### config.mk
export PLATFORM = sky130hd
export DESIGN_NAME = smba_alert_top
export DESIGN_NICKNAME = d
export VERILOG_FILES = /design/src/rtl/smba_pkg.sv /design/src/rtl/smba_line_sync.sv /design/src/rtl/smba_alert_or.sv /design/src/rtl/smba_ara_slave.sv /design/src/rtl/smba_alert_top.sv
export SDC_FILE = /design/constraint.sdc
export NUM_CORES = 1
export LEC_CHECK = 0
export BUFFER_PORTS_ARGS = -buffer_cell sky130_fd_sc_hd__buf_2
export CAP_MARGIN = 10
export CORE_MARGIN = 4
export CORE_UTILIZATION = 52
export DETAILED_ROUTE_END_ITERATION = 10
export PLACE_DENSITY = 0.77
export RECOVER_POWER = 50
export SYNTH_ARGS = -nofsm -noshare
export SYNTH_HDL_FRONTEND = slang
export SYNTH_SLANG_ARGS = --single-unit
### constraint.sdc
create_clock -name clk -period 2.4 [get_ports clk]
set_input_delay 0.36 -clock clk [delete_from_list [all_inputs] [get_ports clk]]
set_output_delay 0.36 -clock clk [all_outputs]
set_load 0.01 [all_outputs]
### src/rtl/smba_pkg.sv
package smba_pkg;
    localparam logic [6:0] ARA_ADDR  = 7'b0001100;
    localparam int         NUM_FIXED = 5;
    localparam int         BIT_CNT_W = 3;

    typedef enum logic [2:0] {
        S_IDLE,
        S_ADDR,
        S_ACKW,
        S_ACK,
        S_SEND
    } slv_state_e;

    typedef struct packed {
        logic level;
        logic prev;
    } line_ev_t;

    function automatic logic ara_match(input logic [6:0] addr);
        return addr == ARA_ADDR;
    endfunction
endpackage

### src/rtl/smba_line_sync.sv
module smba_line_sync
    import smba_pkg::*;
#(
    parameter int STAGES = 2
) (
    input  logic     clk,
    input  logic     rst,
    input  logic     line_i,
    output line_ev_t ev_o
);
    logic [STAGES:0] chain;

    always_ff @(posedge clk) begin
        if (rst) chain <= '1;
        else     chain <= {chain[STAGES-1:0], line_i};
    end

    assign ev_o.level = chain[STAGES-1];
    assign ev_o.prev  = chain[STAGES];
endmodule

### src/rtl/smba_alert_or.sv
module smba_alert_or
    import smba_pkg::*;
#(
    parameter int NGPIO = 4
) (
    input  logic                 clk,
    input  logic                 rst,
    input  logic [NUM_FIXED-1:0] fixed_i,
    input  logic [NGPIO-1:0]     gpio_fault_i,
    input  logic [NGPIO-1:0]     gpio_cfg_i,
    input  logic                 en_i,
    output logic                 pull_o
);
    logic any_fault;

    assign any_fault = (|fixed_i) | (|(gpio_fault_i & gpio_cfg_i));

    always_ff @(posedge clk) begin
        if (rst) pull_o <= 1'b0;
        else     pull_o <= en_i & any_fault;
    end

    assert_disabled_quiet_R3: assert property (@(posedge clk) disable iff (rst)
        !en_i |=> !pull_o);
    assert_fixed_raises_R1: assert property (@(posedge clk) disable iff (rst)
        (en_i && (|fixed_i)) |=> pull_o);
    assert_unconfigured_ignored_R2: assert property (@(posedge clk) disable iff (rst)
        ((fixed_i == '0) && ((gpio_fault_i & gpio_cfg_i) == '0)) |=> !pull_o);
endmodule

### src/rtl/smba_ara_slave.sv
module smba_ara_slave
    import smba_pkg::*;
(
    input  logic       clk,
    input  logic       rst,
    input  line_ev_t   scl,
    input  line_ev_t   sda,
    input  logic       alert_i,
    input  logic [6:0] own_addr_i,
    output logic       sda_oe_o
);
    slv_state_e           state;
    logic [BIT_CNT_W-1:0] cnt;
    logic [6:0]           addr_sr;
    logic [6:0]           tx_rest;
    logic                 scl_rise, scl_fall, start_c, stop_c;

    assign scl_rise = scl.level & ~scl.prev;
    assign scl_fall = ~scl.level & scl.prev;
    assign start_c  = scl.level & scl.prev & sda.prev & ~sda.level;
    assign stop_c   = scl.level & scl.prev & ~sda.prev & sda.level;

    always_ff @(posedge clk) begin
        if (rst) begin
            state    <= S_IDLE;
            sda_oe_o <= 1'b0;
            cnt      <= '0;
            addr_sr  <= '0;
            tx_rest  <= '0;
        end else if (start_c) begin
            state    <= S_ADDR;
            sda_oe_o <= 1'b0;
            cnt      <= '0;
        end else if (stop_c) begin
            state    <= S_IDLE;
            sda_oe_o <= 1'b0;
        end else begin
            unique case (state)
                S_IDLE: sda_oe_o <= 1'b0;
                S_ADDR: if (scl_rise) begin
                    addr_sr <= {addr_sr[5:0], sda.level};
                    cnt     <= cnt + 1'b1;
                    if (cnt == '1)
                        state <= (ara_match(addr_sr) && alert_i) ? S_ACKW : S_IDLE;
                end
                S_ACKW: if (scl_fall) begin
                    sda_oe_o <= 1'b1;
                    state    <= S_ACK;
                end
                S_ACK: if (scl_fall) begin
                    tx_rest  <= {own_addr_i[5:0], 1'b0};
                    sda_oe_o <= ~own_addr_i[6];
                    cnt      <= '0;
                    state    <= S_SEND;
                end
                S_SEND: begin
                    if (scl_rise && !sda_oe_o && !sda.level) begin
                        state <= S_IDLE;
                    end else if (scl_fall) begin
                        if (cnt == '1) begin
                            sda_oe_o <= 1'b0;
                            state    <= S_IDLE;
                        end else begin
                            cnt      <= cnt + 1'b1;
                            sda_oe_o <= ~tx_rest[6];
                            tx_rest  <= {tx_rest[5:0], 1'b0};
                        end
                    end
                end
                default: state <= S_IDLE;
            endcase
        end
    end

    assert_stop_releases_R11: assert property (@(posedge clk) disable iff (rst)
        (stop_c || start_c) |=> !sda_oe_o);
    assert_drive_only_when_owed_R7: assert property (@(posedge clk) disable iff (rst)
        sda_oe_o |-> (state == S_ACK || state == S_SEND));
    assert_ack_needs_alert_R6: assert property (@(posedge clk) disable iff (rst)
        (state == S_ADDR && scl_rise && cnt == '1 && !alert_i && !start_c && !stop_c)
        |=> state == S_IDLE);
    assert_arb_loss_backs_off_R9: assert property (@(posedge clk) disable iff (rst)
        (state == S_SEND && scl_rise && !sda_oe_o && !sda.level && !start_c && !stop_c)
        |=> (state == S_IDLE && !sda_oe_o));
endmodule

### src/rtl/smba_alert_top.sv
module smba_alert_top
    import smba_pkg::*;
#(
    parameter int NGPIO       = 4,
    parameter int SYNC_STAGES = 2
) (
    input  logic             clk,
    input  logic             rst,
    input  logic             fault1_i,
    input  logic             fault2_i,
    input  logic             rst_flag_i,
    input  logic             ovt_i,
    input  logic             ovc_i,
    input  logic [NGPIO-1:0] gpio_fault_i,
    input  logic [NGPIO-1:0] gpio_is_fault_i,
    input  logic             alert_en_i,
    input  logic [6:0]       own_addr_i,
    input  logic             scl_i,
    input  logic             sda_i,
    output logic             sda_oe_o,
    output logic             alert_pull_o
);
    line_ev_t scl_ev, sda_ev;

    smba_alert_or #(.NGPIO(NGPIO)) u_or (
        .clk          (clk),
        .rst          (rst),
        .fixed_i      ({fault1_i, fault2_i, rst_flag_i, ovt_i, ovc_i}),
        .gpio_fault_i (gpio_fault_i),
        .gpio_cfg_i   (gpio_is_fault_i),
        .en_i         (alert_en_i),
        .pull_o       (alert_pull_o)
    );

    smba_line_sync #(.STAGES(SYNC_STAGES)) u_scl_sync (
        .clk(clk), .rst(rst), .line_i(scl_i), .ev_o(scl_ev));
    smba_line_sync #(.STAGES(SYNC_STAGES)) u_sda_sync (
        .clk(clk), .rst(rst), .line_i(sda_i), .ev_o(sda_ev));

    smba_ara_slave u_slave (
        .clk        (clk),
        .rst        (rst),
        .scl        (scl_ev),
        .sda        (sda_ev),
        .alert_i    (alert_pull_o),
        .own_addr_i (own_addr_i),
        .sda_oe_o   (sda_oe_o)
    );
endmodule

Word level (Yosys, flattened, before mapping)
Index checks and enable logic that the tools add are counted.
{"block": "totals", "regBits": 28, "latch_bits": 0, "mem_bits_rw": 0, "romBits": 0, "word_cells": 98, "mem_count": 0}
{"block": "op_classes", "add_sub_neg": 1, "n_mul": 0, "div_mod_pow": 0, "magnitude_cmp": 0, "eq_ne": 22, "shifts": 0, "muxes": 28, "n_bitwise": 19, "reduce_logical": 19}
{"operator": "2-to-1 mux 3 bit", "n": 12}
{"operator": "2-to-1 mux 7 bit", "n": 4}
{"operator": "AND reduction 7 bit", "n": 4}
{"operator": "!= test 4 x 1 -> 1 bit (second input constant)", "n": 4}
{"operator": "case mux 3 bit (5 select lines)", "n": 1}
{"operator": "case mux 7 bit (2 select lines)", "n": 1}
{"operator": "!= test 2 x 1 -> 1 bit (second input constant)", "n": 5}
{"operator": "!= test 5 x 1 -> 1 bit (second input constant)", "n": 2}
{"operator": "!= test 3 x 1 -> 1 bit (second input constant)", "n": 3}
{"operator": "inverter 1 bit", "n": 9}
{"operator": "case mux 3 bit (3 select lines)", "n": 1}
{"operator": "bitwise AND 1 bit", "n": 8}
{"operator": "== test 7 x 4 -> 1 bit (second input constant)", "n": 1}
{"operator": "2-to-1 mux 1 bit", "n": 7}
{"operator": "== test 3 x 2 -> 1 bit (second input constant)", "n": 2}
{"operator": "== test 3 bit (second input constant)", "n": 2}
{"operator": "AND reduction 5 bit", "n": 1}
{"operator": "OR reduction 5 bit", "n": 1}
{"operator": "bitwise AND 4 bit", "n": 1}
{"operator": "!= test 2 bit (second input constant)", "n": 2}
{"operator": "case mux 1 bit (4 select lines)", "n": 1}
{"operator": "AND reduction 4 bit", "n": 1}
{"operator": "nonzero test 4 bit", "n": 1}
{"operator": "OR reduction 4 bit", "n": 1}
{"operator": "other kinds (11)", "n": 14}

Depth between registers and ports, before layout
{"block": "logic_depth", "depth_word": 8, "ltp_mapped": 7, "depth_no_buf": 6}

Cells and area by module
From an unflattened synthesis, not the netlist that was laid out.
{"block": "unflattened", "cells_unflattened": 146, "area_unflattened_um2": 1332.5}
{"mod": "smba_ara_slave", "n_inst": 1, "cells_per_inst": 124, "area_per_inst_um2": 1091.0}
{"mod": "smba_line_sync", "n_inst": 2, "cells_per_inst": 8, "area_per_inst_um2": 93.8}
{"mod": "smba_alert_or", "n_inst": 1, "cells_per_inst": 6, "area_per_inst_um2": 53.8}

Worst setup path after synthesis
Ideal clock, no wire load.
{"block": "synth_timing", "kind": "reg-to-reg", "start": "register u_slave.cnt[0]", "end": "register u_slave.tx_rest[2]", "arrival_ps": 1747, "required_time_ps": 2321, "path_slack_ps": 573, "path_stages_with_launch": 8, "path_buffers": 1, "period_less_slack_ps": 1827, "path_cell_list": "dfxtp_1 -> ha_1 -> ha_1 -> or4b_4 -> a21oi_4 -> buf_6 -> nor2_1 -> a211oi_2"}
{"block": "synth_via", "elab_chain_len": 3}
{"item": "from (decl)", "line_no": "smba_ara_slave.sv:13", "source": "logic [BIT_CNT_W-1:0] cnt;"}
{"item": "from (signal assigned)", "line_no": "smba_ara_slave.sv:42", "source": "cnt <= cnt + 1'b1;"}
{"item": "from (signal assigned)", "line_no": "smba_ara_slave.sv:64", "source": "cnt <= cnt + 1'b1;"}
{"item": "== test 3 bit", "line_no": "smba_ara_slave.sv:60", "source": "if (cnt == '1) begin"}
{"item": "!= test 2 bit (no line)"}
{"item": "AND reduction 7 bit (no line)"}
{"item": "to (signal assigned)", "line_no": "smba_ara_slave.sv:51", "source": "tx_rest <= {own_addr_i[5:0], 1'b0};"}
{"item": "to (signal assigned)", "line_no": "smba_ara_slave.sv:66", "source": "tx_rest <= {tx_rest[5:0], 1'b0};"}
{"item": "to (decl)", "line_no": "smba_ara_slave.sv:15", "source": "logic [6:0] tx_rest;"}
No other way between the ends.
A chain may end at the register's enable or synchronous reset.

Final worst setup path
{"block": "layout_timing", "start": "register u_slave.cnt[0]", "end": "register u_slave.cnt[0]"}
{"block": "layout_via", "elab_chain_len": 5, "elab_cells_between_ends": 9, "classes_between": "add/sub: 1; eq/ne: 2; mux: 5; reduce/logical: 1"}
{"item": "adder 3 x 1 -> 3 bit", "line_no": "smba_ara_slave.sv:42, smba_ara_slave.sv:64"}
{"item": "2-to-1 mux 3 bit", "line_no": "smba_ara_slave.sv:60"}
{"item": "2-to-1 mux 3 bit", "line_no": "smba_ara_slave.sv:59", "source": "end else if (scl_fall) begin"}
{"item": "2-to-1 mux 3 bit", "line_no": "smba_ara_slave.sv:57", "source": "if (scl_rise && !sda_oe_o && !sda.level) begin"}
{"item": "case mux 3 bit (3 select lines)", "line_no": "smba_ara_slave.sv:38", "source": "unique case (state)"}
Several ways; a longest one is shown, not always the timed one. The select of a mux whose other input is x is not followed.

==> summary.md <==
| Metric | Value |
|---|---|
| Minimum clock period | 2123 ps |
| Register bit total from synthesis | 27 |
| TritonCTS clock tree | yes |
| Ant diodes | 0 |
| Power per cell area | 491.6 nW/um^2 |
| Max_slew headroom | 32.23% |
| Peak VDD IR | 0.3727 mV |
| Syn nets | 158 |
| Cell Area, Synth | 1262 sq um |
| Num CTS Buffers | 3 |
| Syn. warnings | 0 |
| Crit path from | u_slave.cnt[0]$_SDFFE_PP0P_ |
| Reg clk slew, reported paths | 130 ps |
| R2r worst-path depth | 6 |
| Via density per instance | 5.552 |
| Routed len/inst | 12.83 microns |
| CORE AREA | 2255 sq um |
| Die Ht | 57.27 microns |
| Global-route usage over all layers | 16.24% |
| Commonest non-fill, non-tap cells in the layout | dfxtp_1, buf_2, nor2_1 |
| Maximum clock rate | 471.0 MHz |
| Register area share after synthesis | 42.81% |
| Final setup TNS | 0 ps |
| Clock Skew | 3.612 ps |
| H-tree depth | 1 |
| Startpoint Class | flop |
| Hold EP | u_sda_sync.chain[0]$_SDFF_PP1_ |
| GPL Wtd Cong | 0.7991 |
| Endpoints failing hold | 0 |
| Clock Latency Late Sink | 310 ps |
| Share of post-route cells with drive strength above 1 | 25.16% |
| First-pass GRT wire length | 4278 microns |
| Maximum fanout along the worst path | 12 |
| Hpwl dp | 1845 microns |
| Vias in the first global route | 1027 |
| Worst Tran Pin Value | 1017 ps |
| Hold_sp | sda_i |
| Critical-path cell list | ha_1, ha_1, or4b_4, a21oi_4, nor2_1, mux2i_1 |
| Synth Area per Inst | 9.637 sq um |
| Slowest cell on the critical path | or4b_4 |
| Buf+Inv Stages, Crit Path | 0 |
| Crit Path Class | flop to flop |
| Bufs on Longest Clock Path | 2 |
| Initial antenna violation count | 0 |
| Critical Path AT | 2330 ps |
| Area Growth Syn to Fin | 12.19% |
| Setup violators final | 0 |
| Largest net degree at the start of global routing | 24 |
| I/O pin cnt | 27 |
| Fillers | 223 |
| Reg-to-reg slack, setup | 280 ps |
| R2R Path End | u_slave.cnt[0]$_SDFFE_PP0P_ |
| Nets | 183 |
| Die X | 57.27 microns |
| Post-CTS Resized | 0 |
| Worst setup EP type | flop |
| Period utilisation layout | 88.47% |
| Hold Path Class | input pin to flop |
| Cells after synthesis | 131 |
| Leading cell type in the layout, fill and taps excluded | dfxtp_1 |
| TritonRoute pass-1 iters | 4 |
| Max incr delay on CP | 510 ps |
| Synth cell types | 33 |
| Root buf cell | clkbuf_4 |
| Via count | 1016 |
| Finished Layout Cells | 183 |
| DRT antenna net count | 0 |
| First DRT Iteration DRCs | 27 |
| Unrepaired setup endpoints after global routing | false |
| Die area | 3280 sq um |
| Core Rows | 17 |
| Port Buffers | 26 |
| Total Wirelength | 2348 microns |
| Setup Buffers After CTS | 0 |
| Leakage | 0.5684 nW |
| Max-cap viol count | 0 |
| Crit-path most repeated cell | ha_1 |
| CP delay by family, top | simple AND/OR/NAND/NOR gates |
| # clock sinks | 27 |
| Starting Density | 55.99% |
| Critical path required time | 2610 ps |
| Reg-to-Reg Start | u_slave.cnt[0]$_SDFFE_PP0P_ |
| Status | finished, final reports clean |
| Slew Viols, Final | 0 |
| CTS Hold Bufs | 0 |
| WHS | 217.8 ps |
| DP Cell Count | 179 |
| Cells on Worst Hold Path | 2 |
| Total gr overflow | 0 |
| # DRC | 0 |
[kinds of logic after synthesis]
group,Yosys count,share of synthesized area [%]
AOI/OAI and AO/OA,23,15.76
xor gates and xnor gates,1,0.6939
adders and majority gates,2,1.982
buffers and inverters,11,4.162
DFF,27,42.81
muxes,17,13.48
and+or+nand+nor,50,21.11
[stage by stage]
step / instance area (sq um) / worst slack, ps / util, % / total power (W)
detailed placement: 1404 / 325.2 / 62.26 / 0.0005214
floorplan: 1262 / 573.3 / - / 0.0004958
finish: 1416 / 276.7 / 62.82 / 0.0006963
global route: 1416 / 173.4 / 62.82 / 0.0007304
CTS: 1430 / 282.3 / 63.43 / 0.0007057
global placement: 1404 / 387.1 / 62.26 / 0.0005187
[cell usage after synthesis]
cell type	number	area share [%]
dfxtp_1	27	43
nor2_1	19	5.6
mux2i_1	17	13
nand2_1	6	1.8
a211oi_2	5	5.0
or2_2	5	2.5
a21oi_1	4	1.6
inv_1	4	1.2
a31oi_1	3	1.5
buf_2	3	1.2
clkbuf_1	3	0.89
nand2b_1	3	1.5
nand3_1	3	1.2
nand3b_1	3	1.8
nor2b_1	3	1.5
nor4_1	3	1.5
and3_1	2	0.99
ha_1	2	2.0
o21ai_0	2	0.79
a211o_1	1	0.69
a21oi_4	1	1.3
a222oi_1	1	0.79
a22o_1	1	0.69
a311oi_1	1	0.69
a41oi_1	1	0.69
buf_6	1	0.89
nor3b_2	1	0.99
nor4b_1	1	0.69
o21a_1	1	0.59
o311a_1	1	0.79
o41ai_1	1	0.69
or4b_4	1	1.1
xor2_1	1	0.69
[routing by layer]
metal  wire (microns)  global-route usage [%]
met1             1043                   19.36
met2             1157                   28.71
met3              130                   2.715
met4               17                   6.623
met5                0                       0
[how the worst max path moves through the flow]
| stage | to | slack (ps) | cells after the start |
|---|---|---|---|
| 5_1_grt | u_slave.cnt[2]$_SDFFE_PP0P_ | 170 | 6 |
| 2_1_floorplan | u_slave.tx_rest[2]$_SDFFE_PP0P_ | 570 | 7 |
| 6_report | u_slave.cnt[0]$_SDFFE_PP0P_ | 280 | 6 |
| 3_5_place_dp | u_slave.cnt[0]$_SDFFE_PP0P_ | 330 | 6 |
| 3_3_place_gp | u_slave.cnt[0]$_SDFFE_PP0P_ | 390 | 6 |
| 4_1_cts | u_slave.cnt[0]$_SDFFE_PP0P_ | 280 | 6 |
[where the power goes]
| group | internal [W] | switching, W |
|---|---|---|
| clock | 0.0000649 | 0.000121 |
| sequential | 0.000454 | 0.00000565 |
| combinational | 0.0000263 | 0.0000243 |
[registers in the layout (all words and copies together), names as in the netlist]
signal and cells:
u_slave.state 3, u_sda_sync.chain 3, u_slave.cnt 3, u_slave.addr_sr 7, u_or.pull_o 1, u_scl_sync.chain 3
u_slave.sda_oe_o 1, u_slave.tx_rest 6
[final cells by class]
cell class	count	area, sq um	share of cell area (%)
Tap cell	28	35.03	2.473
Sequential cell	27	540.5	38.16
Inverter	4	15.01	1.060
Multi-Input combinational cell	93	669.4	47.26
Clock buffer	4	26.28	1.855
Timing Repair Buffer	27	130.1	9.187
(Power assumes the default switching activity.)
